## src/rtl/acc_guard_pkg.sv

```systemverilog
package acc_guard_pkg;
  localparam logic [1:0] KIND_FETCH = 2'b00;
  localparam logic [1:0] KIND_READ  = 2'b01;
  localparam logic [1:0] KIND_WRITE = 2'b10;

  typedef enum logic [1:0] {
    DM_NONE     = 2'b00,
    DM_CLIENT   = 2'b01,
    DM_RESERVED = 2'b10,
    DM_MANAGER  = 2'b11
  } dom_mode_e;

  typedef enum logic [1:0] {
    FC_OK   = 2'b00,
    FC_XLAT = 2'b01,
    FC_DOM  = 2'b10,
    FC_PERM = 2'b11
  } fault_cls_e;
endpackage

```

## src/rtl/acc_dom_decode.sv

```systemverilog
module acc_dom_decode
  import acc_guard_pkg::*;
#(
  parameter int DOM_W = 4,
  localparam int NUM_DOM = 1 << DOM_W,
  localparam int DACR_W = 2 * NUM_DOM
) (
  input  logic [DACR_W-1:0] dacr_i,
  input  logic [DOM_W-1:0]  dom_i,
  output dom_mode_e         mode_o
);
  logic [1:0] fields [NUM_DOM];

  for (genvar g = 0; g < NUM_DOM; g++) begin : g_field
    assign fields[g] = dacr_i[2*g +: 2];
  end

  assign mode_o = dom_mode_e'(fields[dom_i]);
endmodule

```

## src/rtl/acc_perm_eval.sv

```systemverilog
module acc_perm_eval
  import acc_guard_pkg::*;
(
  input  logic [1:0] ap_i,
  input  logic       priv_i,
  input  logic [1:0] kind_i,
  input  logic       sys_s_i,
  input  logic       sys_r_i,
  output logic       ok_o
);
  logic is_wr;
  assign is_wr = (kind_i == KIND_WRITE);

  always_comb begin
    ok_o = 1'b0;
    if (ap_i == 2'd0) begin
      // override bits only ever grant reads
      if (!is_wr) begin
        unique case ({sys_s_i, sys_r_i})
          2'b10:   ok_o = priv_i;
          2'b01:   ok_o = 1'b1;
          default: ok_o = 1'b0;
        endcase
      end
    end else if (priv_i) begin
      ok_o = 1'b1;
    end else begin
      unique case (ap_i)
        2'd2:    ok_o = !is_wr;
        2'd3:    ok_o = 1'b1;
        default: ok_o = 1'b0;
      endcase
    end
  end
endmodule

```

## src/rtl/acc_fault_code.sv

```systemverilog
module acc_fault_code
  import acc_guard_pkg::*;
(
  input  fault_cls_e cls_i,
  input  logic       is_sect_i,
  output logic [3:0] code_o
);
  // section codes are odd-by-2 below page codes: low bits 01 vs 11
  always_comb begin
    unique case (cls_i)
      FC_XLAT: code_o = {2'b01, !is_sect_i, 1'b1};
      FC_DOM:  code_o = {2'b10, !is_sect_i, 1'b1};
      FC_PERM: code_o = {2'b11, !is_sect_i, 1'b1};
      default: code_o = 4'h0;
    endcase
  end
endmodule

```

## src/rtl/mmu_access_guard.sv

```systemverilog
module mmu_access_guard
  import acc_guard_pkg::*;
#(
  parameter int ADDR_W = 32,
  parameter int DOM_W  = 4,
  localparam int NUM_DOM = 1 << DOM_W,
  localparam int DACR_W  = 2 * NUM_DOM,
  localparam int FSR_W   = DOM_W + 4
) (
  input  logic              clk_i,
  input  logic              rst_ni,
  input  logic              req_valid_i,
  input  logic              xlat_en_i,
  input  logic              walk_fault_i,
  input  logic [DOM_W-1:0]  dom_i,
  input  logic [1:0]        ap_i,
  input  logic              is_sect_i,
  input  logic              priv_i,
  input  logic [1:0]        kind_i,
  input  logic [ADDR_W-1:0] vaddr_i,
  input  logic              sys_s_i,
  input  logic              sys_r_i,
  input  logic [DACR_W-1:0] dacr_i,
  output logic              rsp_valid_o,
  output logic              allow_o,
  output logic              cacheable_o,
  output logic              pf_abort_o,
  output logic              data_abort_o,
  output logic [FSR_W-1:0]  fsr_o,
  output logic [ADDR_W-1:0] far_o
);
  dom_mode_e  mode;
  logic       perm_ok;
  fault_cls_e cls;
  logic [3:0] code;
  logic       allow_d, cache_d, pf_d, da_d;

  acc_dom_decode #(.DOM_W(DOM_W)) u_dom (
    .dacr_i (dacr_i),
    .dom_i  (dom_i),
    .mode_o (mode)
  );

  acc_perm_eval u_perm (
    .ap_i    (ap_i),
    .priv_i  (priv_i),
    .kind_i  (kind_i),
    .sys_s_i (sys_s_i),
    .sys_r_i (sys_r_i),
    .ok_o    (perm_ok)
  );

  acc_fault_code u_code (
    .cls_i     (cls),
    .is_sect_i (is_sect_i),
    .code_o    (code)
  );

  always_comb begin
    cls     = FC_OK;
    allow_d = 1'b0;
    cache_d = 1'b0;
    if (!xlat_en_i) begin
      allow_d = 1'b1;
    end else if (walk_fault_i) begin
      cls = FC_XLAT;
    end else begin
      unique case (mode)
        DM_NONE:     cls = FC_DOM;
        DM_CLIENT: begin
          if (perm_ok) begin
            allow_d = 1'b1;
            cache_d = 1'b1;
          end else begin
            cls = FC_PERM;
          end
        end
        DM_RESERVED: allow_d = 1'b1;
        default: begin
          allow_d = 1'b1;
          cache_d = 1'b1;
        end
      endcase
    end
  end

  // fetch faults go to prefetch abort, except domain faults which are recorded
  assign pf_d = (cls != FC_OK) && (cls != FC_DOM) && (kind_i == KIND_FETCH);
  assign da_d = (cls != FC_OK) && !pf_d;

  always_ff @(posedge clk_i or negedge rst_ni) begin
    if (!rst_ni) begin
      rsp_valid_o  <= 1'b0;
      allow_o      <= 1'b0;
      cacheable_o  <= 1'b0;
      pf_abort_o   <= 1'b0;
      data_abort_o <= 1'b0;
      fsr_o        <= '0;
      far_o        <= '0;
    end else begin
      rsp_valid_o  <= req_valid_i;
      allow_o      <= req_valid_i && allow_d;
      cacheable_o  <= req_valid_i && cache_d;
      pf_abort_o   <= req_valid_i && pf_d;
      data_abort_o <= req_valid_i && da_d;
      if (req_valid_i && da_d) begin
        fsr_o <= {dom_i, code};
        far_o <= vaddr_i;
      end
    end
  end

  p_rsp_follows_req_r2: assert property (@(posedge clk_i) disable iff (!rst_ni)
    req_valid_i |=> rsp_valid_o);

  p_idle_quiet_r2: assert property (@(posedge clk_i) disable iff (!rst_ni)
    !req_valid_i |=> !rsp_valid_o && !pf_abort_o && !data_abort_o
                     && $stable(fsr_o) && $stable(far_o));

  p_disabled_pass_r3: assert property (@(posedge clk_i) disable iff (!rst_ni)
    req_valid_i && !xlat_en_i |=> allow_o && !pf_abort_o && !data_abort_o);

  p_abort_excl_r11: assert property (@(posedge clk_i) disable iff (!rst_ni)
    $onehot0({pf_abort_o, data_abort_o}));

  p_abort_denies_r11: assert property (@(posedge clk_i) disable iff (!rst_ni)
    (pf_abort_o || data_abort_o) |-> !allow_o && !cacheable_o);

  p_prefetch_no_record_r4: assert property (@(posedge clk_i) disable iff (!rst_ni)
    pf_abort_o |-> $stable(fsr_o) && $stable(far_o));

  p_fetch_dom_record_r5: assert property (@(posedge clk_i) disable iff (!rst_ni)
    req_valid_i && xlat_en_i && !walk_fault_i && (kind_i == KIND_FETCH)
      && (dacr_i[2*dom_i +: 2] == 2'b00) |=> data_abort_o && (far_o == $past(vaddr_i)));
endmodule

```

## config.mk

```make
export PLATFORM = sky130hd
export DESIGN_NAME = mmu_access_guard
export DESIGN_NICKNAME = d
export VERILOG_FILES = /design/src/rtl/acc_guard_pkg.sv /design/src/rtl/acc_dom_decode.sv /design/src/rtl/acc_perm_eval.sv /design/src/rtl/acc_fault_code.sv /design/src/rtl/mmu_access_guard.sv
export SDC_FILE = /design/constraint.sdc
export NUM_CORES = 1
export LEC_CHECK = 0
export BUFFER_PORTS_ARGS = -buffer_cell sky130_fd_sc_hd__buf_2
export CELL_PAD_IN_SITES_DETAIL_PLACEMENT = 0
export CELL_PAD_IN_SITES_GLOBAL_PLACEMENT = 1
export CORE_UTILIZATION = 35
export DETAILED_ROUTE_END_ITERATION = 12
export HOLD_SLACK_MARGIN = 0.02
export PLACE_DENSITY = 0.9
export SLEW_MARGIN = 25
export SYNTH_ARGS = -nofsm -noshare
export SYNTH_HDL_FRONTEND = slang
export SYNTH_SLANG_ARGS = --single-unit
```

## constraint.sdc

```tcl
create_clock -name clk_i -period 2.1 [get_ports clk_i]
set_input_delay 0.315 -clock clk_i [delete_from_list [all_inputs] [get_ports clk_i]]
set_output_delay 0.315 -clock clk_i [all_outputs]
set_load 0.1 [all_outputs]
```

# Word-level counts from Yosys, hierarchy flattened
# Cells that the tools add are included.
[classes]
order_cmp = 1
eq_ne = 11
n_mux = 20
bitwise = 1
reduce_logical = 15
[ops]
columns = ["op", "count"]
rows = [
  ["2-bit equality test, second input constant", 7],
  ["4-bit one-hot mux with 3 select lines", 1],
  ["2-bit two-way mux", 5],
  ["2-bit binary-select mux with 4-bit select", 1],
  ["1-bit two-way mux", 8],
  ["1-bit one-hot mux with 2 select lines", 4],
  ["1-bit logical AND", 7],
  ["2-bit by 1-bit equality test with 1-bit output, second input constant", 3],
  ["2-bit zero test", 3],
  ["5-bit greater-or-equal comparator, second input constant", 1],
  ["4-bit inverter with 5-bit output", 1],
  ["2-bit one-hot mux with 2 select lines", 1],
  ["1-bit zero test", 3],
  ["2-bit inequality test, second input constant", 1],
  ["2-bit nonzero test", 1],
  ["2-bit OR reduction", 1],
]
[word_totals]
register_bits = 45
in_bits = 81
output_inout_bits = 45
elab_cells = 55

# Depth between registers and ports, before layout
[logic_depth]
word_depth = 15
ltp_mapped = 11
mapped_depth_nobuf = 9

# By module
# Synthesis repeated with hierarchy kept, for this count alone.
[unflattened]
cells_unflattened = 140
hier_area_um2 = 2282.2
[modules_own_cells]
columns = ["module", "instances", "cells_per_inst", "area_each_um2", "seq_area_each_um2"]
rows = [
  ["mmu_access_guard", 1, 105, 1910.6, 1126.1],
  ["acc_dom_decode", 1, 21, 269.0, 0.0],
  ["acc_perm_eval", 1, 10, 78.8, 0.0],
  ["acc_fault_code", 1, 4, 23.8, 0.0],
]

# Least setup slack after synthesis
# No wires, ideal clock.
[synth_timing]
path_type = "input port to flip-flop"
startpoint = "in dom_i[0]"
endpoint = "reg far_o[24]"
setup_time_ns = 0.125
arrival_time_ns = 2.240
required_time_ns = 1.975
path_slack_ns = -0.265
path_stages = 10
n_path_buf = 3
cell_sequence = "buf_6 -> mux4_2 -> nand2b_1 -> a31o_1 -> a21oi_2 -> o31ai_2 -> o21ai_2 -> buf_6 -> buf_6 -> mux2_4"
[synth_between]
elab_chain_cells = 14
word_cells_on_any_way = 16
classes_between = "eq/ne: 2; mux: 6; bitwise: 1; reduce/logical: 7"
[synth_lines]
columns = ["element", "line", "text"]
rows = [
  ["from (decl)", "mmu_access_guard.sv:15", "input logic [DOM_W-1:0] dom_i,"],
  ["4-bit inverter with 5-bit output (not written as such) (*)", "acc_dom_decode.sv:18", "assign mode_o = dom_mode_e'(fields[dom_i]);"],
  ["2-bit binary-select mux with 4-bit select (*)", "acc_dom_decode.sv:18", ""],
  ["2-bit two-way mux (not written as such) (*) (2 in series)", "acc_dom_decode.sv:18", ""],
  ["2-bit by 1-bit equality test with 1-bit output / 2-bit zero test (equally long branches)", "mmu_access_guard.sv:68", "unique case (mode)"],
  ["2-bit one-hot mux with 2 select lines (*)", "mmu_access_guard.sv:68", ""],
  ["2-bit two-way mux (*)", "mmu_access_guard.sv:65", "end else if (walk_fault_i) begin"],
  ["2-bit two-way mux (*)", "mmu_access_guard.sv:63", "if (!xlat_en_i) begin"],
  ["2-bit inequality test / 2-bit nonzero test (equally long branches)", "mmu_access_guard.sv:88, mmu_access_guard.sv:89", ""],
  ["1-bit logical AND (2 in series)", "mmu_access_guard.sv:88", "assign pf_d = (cls != FC_OK) && (cls != FC_DOM) && (kind_i == KIND_FETCH);"],
  ["1-bit zero test", "mmu_access_guard.sv:89", "assign da_d = (cls != FC_OK) && !pf_d;"],
  ["1-bit logical AND (*)", "mmu_access_guard.sv:89", ""],
  ["1-bit logical AND (*)", "mmu_access_guard.sv:106", "if (req_valid_i && da_d) begin"],
  ["to (signal assigned)", "mmu_access_guard.sv:108", "far_o <= vaddr_i;"],
  ["to (decl)", "mmu_access_guard.sv:30", "output logic [ADDR_W-1:0] far_o"],
]
# Mark *: on every way between the ends. The rest lies on a longest branch, timed or not. The select of a mux whose other input is x is not followed.
# A chain may end at the register's enable or synchronous reset.

# Final worst setup path
[layout_timing]
startpoint = "in dom_i[1]"
endpoint = "reg far_o[9]"
# The elaborated chain is that of the path after synthesis.

==> flow_summary_export.csv <==
group,metric,value,unit
drt,wire_per_inst,13.6,um
clock_network,cts_buffer_depth,2,
worst_setup_path,startpoint_type,"input pin",
clock_network,htree_num_levels,2,
drt,route.detailed.drc,0,
timing,max_freq,478,MHz
pwr,power_leakage,0.00175,uW
pwr,switching_share,52.8,%
finish,final_area,0.00333,sq mm
pwr,power,4150,uW
place,placed_area,0.00297,sq mm
synthesis,syn_inst,159,
status,status,"finished, final reports clean",
drt,drt_iter0_drc,50,
timing,fin_skew,0,ns
finish,drive_gt1_share,68.1,%
clock_network,insertion_delay,0.28,ns
worst_setup_path,arrival,2.27,ns
place,dpl.cell_count,364,
drt,via_per_inst,4.74,
timing,setup_viol,0,
worst_setup_path,cpMaxStageDelayCell,"mux4_2",
synthesis,syn_area_per_cell,13.8,sq um
timing,timing.final.crit_share,99.6,%
clock_network,cts-root-buf,"clkbuf_8",
global_routing,antenna_found_initial,0,
global_routing,grt_pass1_wl,7500,um
global_routing,grt_overflow,0,
die,die_area,0.00657,sq mm
worst_setup_path,cp_cell_sequence,"buf_8, buf_4, mux4_2, nand2b_4, a32o_2, a21oi_4, o21ai_4, buf_12, clkbuf_16, mux2_4",
synthesis,synth.top_cells.by_area,"dfrtp_1 51%, mux2_2 16%, mux4_2 5.1%",
min_path,hp-class,"in2reg",
worst_setup_path,worstPathRequired,2.28,ns
finish,finalNonFillerCells,379,
worst_setup_path,path_class,"in2reg",
global_routing,grt_pass1_vias,1665,
place,io_buffers,125,
timing,grt_setup_unrepaired,"true",
synthesis,yosysWarnings,0,
clock_network,clkTransAtPathRegs,0.08,ns
drt,vias,1797,
place,gp_congestion,0.836,
finish,fillers,500,
pwr,p_comb_share,56.9,%
pwr,internal_power,1960,uW
die,num_rows,28,
synthesis,synth_seq_area_share,51.5,%
timing,finalSetupTns,0,ns
drt,first_pass_iters,4,
die,die_h,81.1,um
synthesis,synth_fp_nets,242,
clock_network,cts_sinks,45,
synthesis,synth.cell_area,0.00219,sq mm
pwr,seqPwrFrac,28.2,%
timing,relSlewSlack,66.9,%
synthesis,ys.flop_type,"dfrtp_1",
die,io_pins,126,
place,dpl.hpwl,3780,um
finish,antenna_cells,0,
finish,syn2layout_area_growth,52.3,%
timing,hold_viol,0,
pwr,clock_power_share,15.0,%
global_routing,grt_start_max_net_pins,26,
synthesis,synthArstFlopShare,100,%
run,maxCapViolCount,0,
die,fp.dieW,81.1,um
drt,routed_wirelength,5160,um
synthesis,ys_types,33,
die,initial_core_util,36.5,%
synthesis,yosysTopAreaCell,"dfrtp_1",
pwr,peakVddDrop,0.799,mV
timing,worst_pin_slew,0.500,ns
synthesis,synth_top_area_share,51.5,%
timing,hold_slack,0.161,ns
synthesis,synth_edf_count,0,
timing,slew_violations,0,
worst_setup_path,cp.buffers_inverters,4,
pwr,powerDensity,1240,mW/mm^2
finish,layout_commonest_cell,"buf_2",
timing,post-route-min-period,2.09,ns
pwr,switchingPower,2190,uW
worst_setup_path,cp_top_family,"multiplexers",
worst_setup_path,end_kind,"flip-flop",
synthesis,synth_seq_cells,45,
worst_setup_path,slowest_delay,0.48,ns
clock_network,cts_tree,"done",
clock_network,numCtsBuffers,5,
finish,nets,387,
drt,drtAntennaViolNets,0,
die,coreArea,0.00599,sq mm
finish,layout_common_cells,"122 x buf_2, 45 x dfrtp_1, 25 x mux2_4, 14 x mux2_2, 11 x buf_4",
global_routing,grt_usage,15.1,%
worst_setup_path,cp_max_fo,6,
flip-flops by register name, indices dropped and copies added (netlist names):
name,count
cacheable_o,1
pf_abort_o,1
far_o,32
rsp_valid_o,1
allow_o,1
data_abort_o,1
fsr_o,8
cells in the mapped netlist, drive strengths merged (2+ instances only):
cell type  instances
a211oi             2
a21oi              4
a22oi              2
buf                7
dfrtp             45
ha                 2
inv                8
mux2              40
mux2i              6
mux4               5
nand2b             3
nand3              4
nor2              10
nor2b              3
nor4b              2
o21ai              6
power groups by stage:
stage | Clock, uW | Combinational [uW] | Sequential (uW)
2_1_floorplan | 0 | 350 | 2670
3_3_place_gp | 0 | 2230 | 1170
3_5_place_dp | 0 | 2240 | 1180
4_1_cts | 644 | 2250 | 1160
5_1_grt | 687 | 2440 | 1200
6_report | 621 | 2360 | 1170
stage by stage:
stage | worst slack (ns) | util, %
after floorplan | -0.200 | -
after global placement | -0.350 | 49.6
after detailed placement | -0.366 | 49.6
after CTS | -0.0166 | 51.6
after global routing | -0.0458 | 55.6
final | 0.00842 | 55.6
repair_timing:
item / in CTS / in global routing
gates cloned: 0 / 3
setup endpoints to repair: 27 / 37
pin swaps: 0 / 5
hold endpoints to repair: 20 / 0
buffers inserted: 0 / 4
resized for setup: 2 / 36
hold buffers: 1 / 0
worst paths after layout:
kind	startpoint	to	slack, ns	cells past startpoint
min reg2reg	fsr_o[0]$_DFFE_PN0P_	fsr_o[0]$_DFFE_PN0P_	0.46	1
min	req_valid_i	rsp_valid_o$_DFF_PN0_	0.16	1
max reg2reg	fsr_o[5]$_DFFE_PN0P_	fsr_o[5]$_DFFE_PN0P_	1.32	1
min in group asynchronous	rst_ni	far_o[23]$_DFFE_PN0P_	0.50	2
max in group asynchronous	rst_ni	fsr_o[5]$_DFFE_PN0P_	0.90	3
max	dom_i[1]	far_o[9]$_DFFE_PN0P_	0.008	10
logic make-up (layout without fill, tap and decap cells):
kind of cell,after synthesis,in the layout,share of synthesized area (%)
mux,51,51,29.7
flops,45,45,51.5
simple gates,27,27,6.75
compound gates,19,19,6.46
buf+inv,15,160,4.46
fa+ha+maj,2,2,1.14
per-layer routing:
metal,GRT usage [%],vias to the layer above,part of all wire [%]
met3,5.17,9,6.7
met1,17.8,865,43
met4,5.18,0,1.1
li1,-,858,-
met5,0,-,0
met2,25.5,65,49
final cells by class:
class | count | area (sq um) | area share (%)
timing repair buffer | 145 | 893 | 26.8
multi-input combinational | 99 | 1080 | 32.6
tap | 75 | 93.8 | 2.82
sequential | 45 | 1130 | 33.8
clock inverter | 2 | 35.0 | 1.05
inverter | 8 | 30.0 | 0.901
clock buffer | 5 | 68.8 | 2.07
Power figures use the tool's default switching activity.
